File: config.mk
export PLATFORM = sky130hd
export DESIGN_NAME = lac_gate
export DESIGN_NICKNAME = d
export VERILOG_FILES = /design/src/rtl/lac_pkg.sv /design/src/rtl/lac_classify.sv /design/src/rtl/lac_rules.sv /design/src/rtl/lac_owner.sv /design/src/rtl/lac_gate.sv
export SDC_FILE = /design/constraint.sdc
export NUM_CORES = 1
export LEC_CHECK = 0
export BUFFER_PORTS_ARGS = -buffer_cell sky130_fd_sc_hd__buf_4
export CAP_MARGIN = 20
export CORE_AREA = 5 5 42 44
export CTS_CLUSTER_DIAMETER = 150
export CTS_CLUSTER_SIZE = 14
export DETAILED_ROUTE_END_ITERATION = 7
export DIE_AREA = 0 0 47 49
export GPL_TIMING_DRIVEN = 0
export PLACE_DENSITY = 0.65
export SYNTH_ARGS = -nofsm -noshare
export SYNTH_HDL_FRONTEND = slang
export SYNTH_HIERARCHICAL = 1
export SYNTH_SLANG_ARGS = --single-unit
File: constraint.sdc
create_clock -name clk -period 2.05 [get_ports clk]
set_input_delay 0.3075 -clock clk [delete_from_list [all_inputs] [get_ports clk]]
set_output_delay 0.3075 -clock clk [all_outputs]
set_load 0.05 [all_outputs]
File: src/rtl/lac_pkg.sv
package lac_pkg;

  // Locality and identifier widths shared by every unit
  localparam int LOC_W    = 3;
  localparam int RID_W    = 4;
  localparam int NUM_LOC  = 5;
  localparam int HASH_LOC = 4;

  // Register identifiers decoded by the bus front end
  localparam logic [RID_W-1:0] RID_ACCESS   = 4'd0;
  localparam logic [RID_W-1:0] RID_INT_EN   = 4'd1;
  localparam logic [RID_W-1:0] RID_INT_VEC  = 4'd2;
  localparam logic [RID_W-1:0] RID_INT_STS  = 4'd3;
  localparam logic [RID_W-1:0] RID_INT_CAP  = 4'd4;
  localparam logic [RID_W-1:0] RID_STATUS   = 4'd5;
  localparam logic [RID_W-1:0] RID_FIFO     = 4'd6;
  localparam logic [RID_W-1:0] RID_IFCFG    = 4'd7;
  localparam logic [RID_W-1:0] RID_HSTART   = 4'd8;
  localparam logic [RID_W-1:0] RID_HDATA    = 4'd9;
  localparam logic [RID_W-1:0] RID_HEND     = 4'd10;

  // Bit positions in an access-control write
  localparam int REQ_BIT = 0;
  localparam int REL_BIT = 1;

  // Relationship of the addressed locality to the current owner
  typedef enum logic [1:0] {
    OWN_NONE  = 2'd0,
    OWN_SELF  = 2'd1,
    OWN_OTHER = 2'd2
  } own_e;

  // Matrix lookup: is the access allowed at all
  function automatic logic rule_allows(input logic [RID_W-1:0] rid,
                                       input logic wr,
                                       input own_e own,
                                       input logic avail,
                                       input logic hash_loc);
    logic self_o;
    logic none_o;
    self_o = (own == OWN_SELF);
    none_o = (own == OWN_NONE);
    case (rid)
      RID_ACCESS:                         return 1'b1;
      RID_INT_EN, RID_INT_VEC,
      RID_INT_STS, RID_IFCFG:             return !wr || self_o;
      RID_INT_CAP:                        return !wr;
      RID_STATUS:                         return self_o;
      RID_FIFO:                           return self_o && (wr || avail);
      RID_HSTART:                         return wr && hash_loc && none_o;
      RID_HDATA, RID_HEND:                return wr && hash_loc && self_o;
      default:                            return 1'b0;
    endcase
  endfunction

endpackage

File: src/rtl/lac_classify.sv
module lac_classify
  import lac_pkg::*;
(
  input  logic [LOC_W-1:0] loc,
  input  logic             own_valid,
  input  logic [LOC_W-1:0] own_loc,
  output logic             loc_ok,
  output logic             loc_is_hash,
  output own_e             rel_own
);

  localparam logic [LOC_W-1:0] LAST_LOC = LOC_W'(NUM_LOC - 1);
  localparam logic [LOC_W-1:0] HASH_ID  = LOC_W'(HASH_LOC);

  assign loc_ok      = (loc <= LAST_LOC);
  assign loc_is_hash = (loc == HASH_ID);

  always_comb begin
    if (!own_valid)          rel_own = OWN_NONE;
    else if (own_loc == loc) rel_own = OWN_SELF;
    else                     rel_own = OWN_OTHER;
  end

endmodule

File: src/rtl/lac_rules.sv
module lac_rules
  import lac_pkg::*;
(
  input  logic             clk,
  input  logic             rst_n,
  input  logic             valid,
  input  logic [RID_W-1:0] rid,
  input  logic             wr,
  input  logic [1:0]       wdata,
  input  logic             avail,
  input  logic             loc_ok,
  input  logic             loc_is_hash,
  input  own_e             rel_own,
  output logic             ok,
  output logic             grant_evt,
  output logic             rel_evt
);

  logic allow_raw;
  logic is_ctl_wr;

  assign allow_raw = rule_allows(rid, wr, rel_own, avail, loc_is_hash);
  assign ok        = valid && loc_ok && allow_raw;
  assign is_ctl_wr = ok && wr && (rid == RID_ACCESS);

  // Relinquish by the owner wins over a simultaneous request
  assign rel_evt   = (is_ctl_wr && wdata[REL_BIT] && (rel_own == OWN_SELF))
                   || (ok && wr && (rid == RID_HEND));
  assign grant_evt = (is_ctl_wr && wdata[REQ_BIT] && (rel_own == OWN_NONE))
                   || (ok && wr && (rid == RID_HSTART));

  // FIFO read without data never goes through
  a_r8_fifo_empty_read: assert property (@(posedge clk) disable iff (!rst_n)
    (valid && rid == RID_FIFO && !wr && !avail) |-> !ok);

  // capability register is read-only
  a_r9_cap_write: assert property (@(posedge clk) disable iff (!rst_n)
    (valid && rid == RID_INT_CAP && wr) |-> !ok);

  // hash registers cannot be read
  a_r12_hash_read: assert property (@(posedge clk) disable iff (!rst_n)
    (valid && !wr && (rid == RID_HSTART || rid == RID_HDATA || rid == RID_HEND)) |-> !ok);

  // a hash start only ever comes from an idle module
  a_r10_hstart_idle: assert property (@(posedge clk) disable iff (!rst_n)
    (ok && wr && rid == RID_HSTART) |-> (rel_own == OWN_NONE && loc_is_hash));

  // grant and release never coincide
  a_r14_evt_excl: assert property (@(posedge clk) disable iff (!rst_n)
    !(grant_evt && rel_evt));

endmodule

File: src/rtl/lac_owner.sv
module lac_owner
  import lac_pkg::*;
(
  input  logic             clk,
  input  logic             rst_n,
  input  logic             grant_evt,
  input  logic             rel_evt,
  input  logic [LOC_W-1:0] grant_loc,
  output logic             own_valid,
  output logic [LOC_W-1:0] own_loc
);

  always_ff @(posedge clk) begin
    if (!rst_n) begin
      own_valid <= 1'b0;
      own_loc   <= '0;
    end else if (rel_evt) begin
      own_valid <= 1'b0;
      own_loc   <= '0;
    end else if (grant_evt) begin
      own_valid <= 1'b1;
      own_loc   <= grant_loc;
    end
  end

  // a grant installs the requesting locality
  a_r4_grant_installs: assert property (@(posedge clk) disable iff (!rst_n)
    (grant_evt && !rel_evt) |=> (own_valid && own_loc == $past(grant_loc)));

  // a release leaves no owner
  a_r5_release_clears: assert property (@(posedge clk) disable iff (!rst_n)
    rel_evt |=> !own_valid);

  // without an event the ownership holds
  a_r14_hold: assert property (@(posedge clk) disable iff (!rst_n)
    (!grant_evt && !rel_evt) |=> ($stable(own_valid) && $stable(own_loc)));

  // idle ownership reports locality zero
  a_r1_idle_zero: assert property (@(posedge clk) disable iff (!rst_n)
    !own_valid |-> (own_loc == '0));

endmodule

File: src/rtl/lac_gate.sv
module lac_gate
  import lac_pkg::*;
(
  input  logic             clk,
  input  logic             rst_n,
  input  logic             acc_valid,
  input  logic [2:0]       acc_loc,
  input  logic [3:0]       acc_rid,
  input  logic             acc_write,
  input  logic [1:0]       acc_wdata,
  input  logic             fifo_avail,
  output logic             acc_perform,
  output logic             acc_abort,
  output logic             owner_valid,
  output logic [2:0]       owner_loc
);

  logic loc_ok;
  logic loc_is_hash;
  own_e rel_own;
  logic ok;
  logic grant_evt;
  logic rel_evt;

  lac_classify u_classify (
    .loc         (acc_loc),
    .own_valid   (owner_valid),
    .own_loc     (owner_loc),
    .loc_ok      (loc_ok),
    .loc_is_hash (loc_is_hash),
    .rel_own     (rel_own)
  );

  lac_rules u_rules (
    .clk         (clk),
    .rst_n       (rst_n),
    .valid       (acc_valid),
    .rid         (acc_rid),
    .wr          (acc_write),
    .wdata       (acc_wdata),
    .avail       (fifo_avail),
    .loc_ok      (loc_ok),
    .loc_is_hash (loc_is_hash),
    .rel_own     (rel_own),
    .ok          (ok),
    .grant_evt   (grant_evt),
    .rel_evt     (rel_evt)
  );

  lac_owner u_owner (
    .clk       (clk),
    .rst_n     (rst_n),
    .grant_evt (grant_evt),
    .rel_evt   (rel_evt),
    .grant_loc (acc_loc),
    .own_valid (owner_valid),
    .own_loc   (owner_loc)
  );

  assign acc_perform = ok;
  assign acc_abort   = acc_valid && !ok;

  // one verdict per access, none while idle
  a_r13_one_verdict: assert property (@(posedge clk) disable iff (!rst_n)
    acc_valid |-> (acc_perform ^ acc_abort));
  a_r13_idle_quiet: assert property (@(posedge clk) disable iff (!rst_n)
    !acc_valid |-> (!acc_perform && !acc_abort));

  // out-of-range locality is dropped
  a_r2_bad_loc: assert property (@(posedge clk) disable iff (!rst_n)
    (acc_valid && acc_loc > 3'd4) |-> acc_abort);

  // access-control register always reachable for a valid locality
  a_r3_access_open: assert property (@(posedge clk) disable iff (!rst_n)
    (acc_valid && acc_loc <= 3'd4 && acc_rid == RID_ACCESS) |-> acc_perform);

  // a performed hash end leaves the module unowned
  a_r11_hend_frees: assert property (@(posedge clk) disable iff (!rst_n)
    (acc_perform && acc_write && acc_rid == RID_HEND) |=> !owner_valid);

endmodule

==> impl_results.md <==
- Share of synthesized area spent on multiplexers: 0.0741
- FF+latch area: about 90 um^2
- Violation count after the first detailed-routing iteration: 2
- GRT Util Overall: 0.127
- Hold Fails Final Rpt: 0
- Sum Neg Setup Slack: -0.194 ns
- RePlAce Congestion: slightly below 0.8
- Leakage power: 0.297 nW
- Final net count: 94
- Number of antenna violations at the first check in global routing: 0
- Buffers from clock root to sink, at most: 2
- Die Y-Extent: around 50 um
- Combined area of the multi-input logic cells: approximately 440 um^2
- Stage delay of the slowest cell on the critical path: between 0.3 and 0.4 ns
- Number of routed nets with antenna violations: 0
- 1st-pass router iterations: 2
- Post-Synth XOR/XNOR Area: 0.0648
- Maximum number of pins on one net before global-route repair: 9
- Register bit total from synthesis: 4
- Synthesized area divided by synthesized cell count: between 7 and 8 um^2
- Minimum setup slack after placement: -0.270 ns
- Global-route wire length before repair: approximately 2100 um
- Number of rows created at floorplan: 14
- Post-Synthesis Net Count: 65
- Number of cells produced by synthesis: between 50 and 60
- Post-synth cell types: 26
- Startpoint-to-endpoint class of the critical path: flip-flop to output pin
- Placed wire-length estimate: around 910 um
- Worst endpoint required time: 1.74 ns
- Share of the synthesized area in compound gates (AO/OA/AOI/OAI): 0.253
- Max Clock Freq: approximately 0.47 GHz
- Floorplan core area: ~0.0014 mm^2
- Antenna Cells: 0
- Number of primary I/O pins: 20
- Number of pins exceeding their max-slew limit in the final report: 0
- Unrepaired setup endpoints after global routing: yes
- Cell area after technology mapping: just over 400 um^2
- Routed length per placed instance: between 10 and 15 um
- Synthesis-to-finish area growth: 95.1%
- DR DRC count: 0
- Post-CTS clock slew at the launch and capture registers of the worst setup and hold paths: 0.04 ns
- Fraction of the mapped netlist area in simple logic gates: 0.355
- Input/output buffers: 18
- Critical Path Start Type: flip-flop
- Cell Chain, Critical Path: xnor2_4 > and4_4 > nand2b_1 > a31o_2 > o221ai_2 > a21oi_4 > nor2b_4 > buf_6
- Crit Path Max Fanout: 5
- Relative slew slack: 0.712
- Failing checks: setup timing
- Actual slew at the worst max-slew pin: between 0.4 and 0.5 ns
- Count of synthesis-stage warnings from yosys: 6
- Root cell of the clock tree: sky130_fd_sc_hd__clkbuf_4
- Run status: finished with violations
- Cells taking the most area after synthesis: sky130_fd_sc_hd__dfxtp_1 (20%), sky130_fd_sc_hd__a21oi_1 (7.4%), sky130_fd_sc_hd__mux2i_1 (7.4%)
- Total power: around 0.28 mW
- Remaining Overflow, GRT: 0
- FFs w/ async S/R, synth: 0
- Number of flops mapped to enable cells by yosys: 0
- Number of fill cells: roughly 140
- CP endpoint kind: output pin
- Worst-path cell with the longest stage delay: sky130_fd_sc_hd__dfxtp_4
- Most instantiated flip-flop cell in the synthesis netlist: sky130_fd_sc_hd__dfxtp_1
- Synth top area share: 0.198
- Routed vias: slightly below 500
- Power per cell area: roughly 350 mW/mm^2
- Portion of the post-synthesis area used by sequential elements: 0.198
- Die Wd: 47 um
- DIE AREA: between 0.002 and 0.0025 mm^2
- Final WS setup: -0.0677 ns
- Fraction of the cycle the final worst path needs: 1.03
- Clock network latency to the later pin of the worst-skew pair: between 0.2 and 0.25 ns
- Post-synthesis cell type with the largest combined area: sky130_fd_sc_hd__dfxtp_1
- Vias in the first global route: approximately 520
- Top delay family on crit path: compound AO/OA/AOI/OAI gates
- Adder-Cell Fraction of Synth Area: 0
- Proportion of layout cells with a drive suffix above 1: 0.671
- Number of maximum-capacitance violations: 0
- Number of buffers created by CTS: 3
- Final design area excluding fillers: 791 um^2
- CTS sink count: 4
- Effective utilization at floorplan: 0.289
- Data arrival time of the worst path: ~1.8 ns
- Count of endpoints failing setup in the final report: 6
- Number of H-tree levels: 1
- Tightest Hold Check Type: primary input to flip-flop
- Combinational family with the most area after synthesis: simple AND/OR/NAND/NOR gates
- Routed via count divided by cell count: between 5 and 6
- Shortest period the worst path allows: about 2.1 ns
- TritonCTS clock tree: yes
- Worst Path Buf+Inv: 1
- Final WL: between 1000 and 1500 um
- Worst VDD drop: roughly 260 uV
- Placed instance area: between 600 and 700 um^2
- Post-Route Skew: 0.00774 ns
## worst paths after layout
path,start,end,slack [ns],depth (start not counted)
worst max register to register,u_owner/own_loc[0],u_owner/own_loc[2],-0.03,9
worst max-delay path,u_owner/own_loc[0],acc_abort,-0.07,8
worst min-delay path,rst_n,u_owner/own_loc[1],0.33,3
worst min register to register,u_owner/own_valid,u_owner/own_valid,0.51,2
## worst register-to-register path, stage by stage (launching register included)
cell and delay [ns]:
sky130_fd_sc_hd__dfxtp_4 0.35, sky130_fd_sc_hd__xnor2_4 0.14, sky130_fd_sc_hd__a31oi_2 0.12, sky130_fd_sc_hd__buf_4 0.16
sky130_fd_sc_hd__nor4b_4 0.27, sky130_fd_sc_hd__a22oi_2 0.09, sky130_fd_sc_hd__or4_4 0.48, sky130_fd_sc_hd__a21oi_2 0.14
sky130_fd_sc_hd__nand2b_4 0.16, sky130_fd_sc_hd__nor2_1 0.04
## layout by cell type (no fill, tap or decap), types with 3 or more instances in the layout
| cell type | synthesis | final |
|---|---|---|
| sky130_fd_sc_hd__buf_4 | 0 | 22 |
| sky130_fd_sc_hd__buf_6 | 1 | 3 |
| sky130_fd_sc_hd__clkbuf_4 | 0 | 3 |
| sky130_fd_sc_hd__mux2i_1 | 3 | 3 |
| sky130_fd_sc_hd__dfxtp_4 | 0 | 3 |
| sky130_fd_sc_hd__xnor2_4 | 0 | 3 |
| sky130_fd_sc_hd__inv_1 | 3 | 3 |
| sky130_fd_sc_hd__a21oi_1 | 6 | 3 |
| sky130_fd_sc_hd__nor2_1 | 7 | 7 |
## metrics by stage
step                      hold slack, ns  cells  utilization
after floorplan                    0.453     51            -
after global placement             0.480     85        0.440
after detailed placement           0.504     85        0.440
after CTS                          0.327     94        0.527
after global routing               0.336     95        0.564
final                              0.331     95        0.564
## power by group
group,total (mW),internal (mW),leakage (nW),switching (mW)
logic,0.0901,0.0443,0.247,0.0458
registers,0.0747,0.0744,0.0352,0.000212
clock network,0.110,0.0733,0.0150,0.0369
total,0.275,0.192,0.297,0.0829
## layout make-up
cell class | count | share of cell area
Multi-Input combinational cell | 43 | 0.559
Timing Repair Buffer | 24 | 0.237
Sequential cell | 4 | 0.117
Clock buffer | 4 | 0.0332
Tap cell | 16 | 0.0253
Buffer | 1 | 0.0142
Inverter | 3 | 0.0142
## synthesized netlist by cell type (2+ instances only)
| cell | instances |
|---|---|
| sky130_fd_sc_hd__o21ai_0 | 2 |
| sky130_fd_sc_hd__xnor2_1 | 3 |
| sky130_fd_sc_hd__nor2_1 | 7 |
| sky130_fd_sc_hd__dfxtp_1 | 4 |
| sky130_fd_sc_hd__a22oi_1 | 2 |
| sky130_fd_sc_hd__inv_1 | 3 |
| sky130_fd_sc_hd__nand2b_1 | 4 |
| sky130_fd_sc_hd__a21oi_1 | 6 |
| sky130_fd_sc_hd__mux2i_1 | 3 |
## state kept, by name (all words and copies together), names as in the netlist
register	count
u_owner/own_valid	1
u_owner/own_loc	3
## cell families after synthesis
logic type	count (synthesis)
simple gates	21
buf+inv	4
flops	4
xor+xnor	3
mux	3
compound gates	16
## metal layers
layer,track usage,wire length (um),vias to the layer above
met5,0,0,-
met4,0.115,53,0
met3,0.0221,101,6
met2,0.195,592,18
met1,0.141,481,223
li1,-,-,245
## what timing repair did
| item | CTS | global route |
|---|---|---|
| gates resized for setup | 9 | 7 |
| pin swaps | 6 | 0 |
| buffers inserted | 5 | 1 |
| endpoints found under the setup margin | 6 | 6 |
| hold buffers | 0 | 0 |
Power figures use the tool's default switching activity.
